===== src/rtl/spi_cs_pkg.sv =====
package spi_cs_pkg;
  typedef enum logic {
    PINS_FOUR  = 1'b0,
    PINS_THREE = 1'b1
  } pin_mode_e;
endpackage


===== src/rtl/spi_cs_enable_track.sv =====
module spi_cs_enable_track #(
  parameter int N_CH = 4
) (
  input  logic            clk,
  input  logic            rst,
  input  logic [N_CH-1:0] en_req,
  input  logic            busy,
  output logic [N_CH-1:0] act,
  output logic            err
);
  logic [N_CH-1:0] req_q;
  logic [N_CH-1:0] rise;
  logic [N_CH-1:0] accept;
  logic [N_CH-1:0] act_n;
  logic            multi_rise;
  logic            any_act;

  assign rise       = en_req & ~req_q;
  assign multi_rise = (rise & (rise - 1'b1)) != '0;
  assign any_act    = |act;

  for (genvar i = 0; i < N_CH; i++) begin : g_ch
    assign accept[i] = rise[i] & ~any_act & ~busy & ~multi_rise;
    assign act_n[i]  = en_req[i] & (act[i] | accept[i]);
  end

  always_ff @(posedge clk) begin
    if (rst) begin
      req_q <= '0;
      act   <= '0;
      err   <= 1'b0;
    end else begin
      req_q <= en_req;
      act   <= act_n;
      if (|(rise & ~accept)) err <= 1'b1;
    end
  end
endmodule


===== src/rtl/spi_cs_word_ctl.sv =====
module spi_cs_word_ctl #(
  parameter int N_CH = 4
) (
  input  logic            clk,
  input  logic            rst,
  input  logic            single_mode,
  input  logic [N_CH-1:0] act,
  input  logic            tx_not_empty,
  input  logic            word_done,
  output logic            busy,
  output logic            start
);
  logic start_cond;

  assign start_cond = single_mode & (|act) & tx_not_empty & ~busy;

  always_ff @(posedge clk) begin
    if (rst) begin
      busy  <= 1'b0;
      start <= 1'b0;
    end else begin
      start <= start_cond;
      if (start_cond)     busy <= 1'b1;
      else if (word_done) busy <= 1'b0;
    end
  end
endmodule


===== src/rtl/spi_cs_level.sv =====
module spi_cs_level
  import spi_cs_pkg::*;
#(
  parameter int   N_CH   = 4,
  parameter logic CS_RST = 1'b1
) (
  input  logic            clk,
  input  logic            rst,
  input  logic            single_mode,
  input  pin_mode_e       pin_mode,
  input  logic [N_CH-1:0] act,
  input  logic [N_CH-1:0] pol,
  input  logic [N_CH-1:0] frc,
  output logic            cs
);
  logic sel_pol;
  logic sel_frc;

  assign sel_pol = |(act & pol);
  assign sel_frc = |(act & frc);

  always_ff @(posedge clk) begin
    if (rst) begin
      cs <= CS_RST;
    end else if (!single_mode) begin
      cs <= CS_RST;
    end else if (|act) begin
      if (pin_mode == PINS_THREE) cs <= sel_pol;
      else                        cs <= sel_frc ^ sel_pol;
    end
  end
endmodule


===== src/rtl/spi_cs_ctrl.sv =====
module spi_cs_ctrl
  import spi_cs_pkg::*;
#(
  parameter int   N_CH   = 4,
  parameter logic CS_RST = 1'b1
) (
  input  logic            clk,
  input  logic            rst,
  input  logic            single_mode,
  input  logic            three_pin,
  input  logic [N_CH-1:0] ch_pol,
  input  logic [N_CH-1:0] ch_frc,
  input  logic [N_CH-1:0] ch_en_req,
  input  logic            tx_not_empty,
  input  logic            word_done,
  output logic            cs_out,
  output logic            word_start,
  output logic [N_CH-1:0] ch_en,
  output logic            seq_err
);
  logic      busy;
  pin_mode_e pin_mode;

  assign pin_mode = three_pin ? PINS_THREE : PINS_FOUR;

  spi_cs_enable_track #(.N_CH(N_CH)) u_track (
    .clk(clk), .rst(rst), .en_req(ch_en_req), .busy(busy),
    .act(ch_en), .err(seq_err)
  );

  spi_cs_word_ctl #(.N_CH(N_CH)) u_word (
    .clk(clk), .rst(rst), .single_mode(single_mode), .act(ch_en),
    .tx_not_empty(tx_not_empty), .word_done(word_done),
    .busy(busy), .start(word_start)
  );

  spi_cs_level #(.N_CH(N_CH), .CS_RST(CS_RST)) u_level (
    .clk(clk), .rst(rst), .single_mode(single_mode), .pin_mode(pin_mode),
    .act(ch_en), .pol(ch_pol), .frc(ch_frc), .cs(cs_out)
  );
endmodule


===== config.mk =====
export PLATFORM = sky130hd
export DESIGN_NAME = spi_cs_ctrl
export DESIGN_NICKNAME = d
export VERILOG_FILES = /design/src/rtl/spi_cs_pkg.sv /design/src/rtl/spi_cs_enable_track.sv /design/src/rtl/spi_cs_word_ctl.sv /design/src/rtl/spi_cs_level.sv /design/src/rtl/spi_cs_ctrl.sv
export SDC_FILE = /design/constraint.sdc
export NUM_CORES = 1
export LEC_CHECK = 0
export ABC_AREA = 0
export BUFFER_PORTS_ARGS = -buffer_cell sky130_fd_sc_hd__buf_2
export CAP_MARGIN = 20
export CORE_AREA = 2 2 39 41
export CTS_CLUSTER_DIAMETER = 30
export DETAILED_ROUTE_END_ITERATION = 16
export DIE_AREA = 0 0 41 43
export PLACE_DENSITY_LB_ADDON = 0.08
export SLEW_MARGIN = 20
export SYNTH_ARGS = -nofsm -noshare
export SYNTH_HDL_FRONTEND = slang
export SYNTH_HIERARCHICAL = 1
export SYNTH_SLANG_ARGS = --single-unit

===== constraint.sdc =====
create_clock -name clk -period 2.7 [get_ports clk]
set_input_delay 0.27 -clock clk [delete_from_list [all_inputs] [get_ports clk]]
set_output_delay 0.27 -clock clk [all_outputs]
set_load 0.02 [all_outputs]

==> results.cfg <==
[clock_network]
cts-resized-gates = 0
cts_inserted_buffers = 3
clock_latency_ns = 0.26
hold_buffers = 0
cts_num_sinks = 12
root_buffer = clkbuf_4
cts_setup_buffers = 0
h-tree-depth = 1
clkTransAtPathRegs_ns = 0.07
cts_tree = done
clk_path_buf_depth = 2

[layout]
diodes = 0
area_growth_pct = 29.7
drive_gt1_frac = 0.373
stdcell_count = 99
final_core_util = 0.513
nets = 103

[timing]
fin_tns_setup_ns = 0
whs_ns = 0.207
rsz0062_at_grt = no
slew_headroom = 0.734
post-route-min-period_ns = 1.45
skew_ns = 0.00132
period_share = 0.536
slew_viol_final = 0
tightest_slew_ns = 0.398
hold_violations = 0
max_clock_freq_mhz = 692
setup_violations = 0

[detailed_routing]
ant_nets = 0
routed_wl_um = 1120
avgRoutedWirePerCell_um = 11.3
viasPerCell = 5.23
drc = 0
routed-via-count = 518
drtPass1Iterations = 2
drt_iter0_drc = 1

[power]
leakagePower_nw = 0.300
p_per_area_nw_per_um2 = 514
ir_worst_vdd_mv = 0.307

[grt]
grt-ovfl-total = 0
grt_usage = 0.143
grt_pass1_vias = 455
grt_pass1_wl_um = 1730
grt_max_degree = 10
antenna_found_initial = 0

[synth]
synth_seq_cells = 12
synth_cells = 56
yosysSeqAreaShare = 0.439
synth_warnings = 6
syn_nets = 74
syn_area_um2 = 547
synth_cell_types = 24
syn_avg_cell_area_um2 = 9.76

[place]
gp_congestion = 0.676
portBuffers = 24
dp.final_hpwl_um = 893
placed_cells = 96

[critical_path]
arrival_ns = 1.64
crit_path_cell_trace = or4_4 -> nor3_4 -> nand2_1 -> a21boi_1
critPathLaunchType = register
slowest_delay_ns = 0.59
critPathRequiredTime_ns = 2.90
path_class = reg -> reg
cp-end-kind = register
critical_path.max_fanout = 7
slowest_stage = or4_4

[floorplanning]
dieWidth_um = 41
dieHeight_um = 43
fp.dieArea_um2 = 1760
io_pins = 25
start_util = 0.395
core-area_um2 = 1380
rows = 14

[job]
cap_violations = 0

[outcome]
status = complete, no violations

[min_path]
min_path_type = in -> reg
routing by layer:
metal,GRT usage,routed length [µm]
met2,0.225,568
met5,0,0
met1,0.180,503
met3,0.0314,49
met4,0.0600,0
worst paths after layout:
path,start,endpoint,slack [ns],cells past startpoint
min reg2reg,u_word/busy,u_word/start,0.48,1
max reg2reg,u_track/act[2],u_track/act[2],1.25,4
min,single_mode,u_level/cs,0.21,2
max,u_track/act[2],u_track/act[2],1.25,4
final cells by class:
type	count	area [µm²]
Fill cell	145	674
Multi-Input combinational cell	43	303
Sequential cell	12	240
Timing Repair Buffer	24	120
Clock buffer	3	22.5
Tap cell	16	20.0
Inverter	1	3.75
registers in the layout, summed over array words and instances (netlist names):
signal and count:
u_track/err 1, u_word/busy 1, u_word/start 1, u_track/act 4, u_level/cs 1, u_track/req_q 4
logic make-up after synthesis:
group	Yosys count	share of synthesized area
compound gates	13	0.183
xor+xnor	1	0.0160
flops	12	0.439
buf+inv	1	0.00686
simple gates	29	0.355
Yosys cell counts (all sizes together):
cell type / instances / share of area
xor2: 1 / 0.016
o41ai: 1 / 0.016
dfxtp: 12 / 0.44
nand2: 3 / 0.021
a21oi: 3 / 0.027
nor2b: 10 / 0.11
or4: 1 / 0.021
a31oi: 1 / 0.011
a22o: 1 / 0.016
inv: 1 / 0.0069
nor4: 3 / 0.046
or3b: 1 / 0.016
nor3: 5 / 0.066
a21boi: 1 / 0.014
nand4b: 1 / 0.016
a22oi: 2 / 0.027
and2b: 1 / 0.014
a221oi: 1 / 0.027
a211oi: 2 / 0.027
o31a: 1 / 0.016
nor3b: 2 / 0.027
nor2: 2 / 0.014
layout by cell type (no fill, tap or decap), drive strengths merged:
cell type  count
and2b          1
or4            1
a22oi          2
nand2          3
buf           24
nor2b         10
a31oi          1
nor2           2
o31a           1
a21boi         1
a211oi         2
nand4b         1
o41ai          1
dfxtp         12
xor2           1
nor3b          2
nor3           5
a21oi          3
a22o           1
inv            1
a221oi         1
or3b           1
nor4           3
clkbuf         3
report_power, final:
part | switching (mW) | internal, mW
Combinational | 0.0329 | 0.0334
Clock | 0.0553 | 0.0514
Sequential | 0.00656 | 0.185
Total | 0.0948 | 0.270
per-stage QoR:
step / instance area [µm²] / total power [mW] / setup slack, ns
6_report: 709 / 0.365 / 1.25
5_1_grt: 709 / 0.385 / 1.14
4_1_cts: 709 / 0.372 / 1.24
3_5_place_dp: 687 / 0.263 / 1.25
3_3_place_gp: 687 / 0.262 / 1.27
2_1_floorplan: 547 / 0.238 / 1.25
critical path: cells and delay by family (launching register included):
family | cells | cell delay, ns
and+or+nand+nor | 3 | 0.87
DFF | 1 | 0.37
AOI/OAI and AO/OA | 1 | 0.14
No activity file was read; power rests on OpenSTA's default activity.
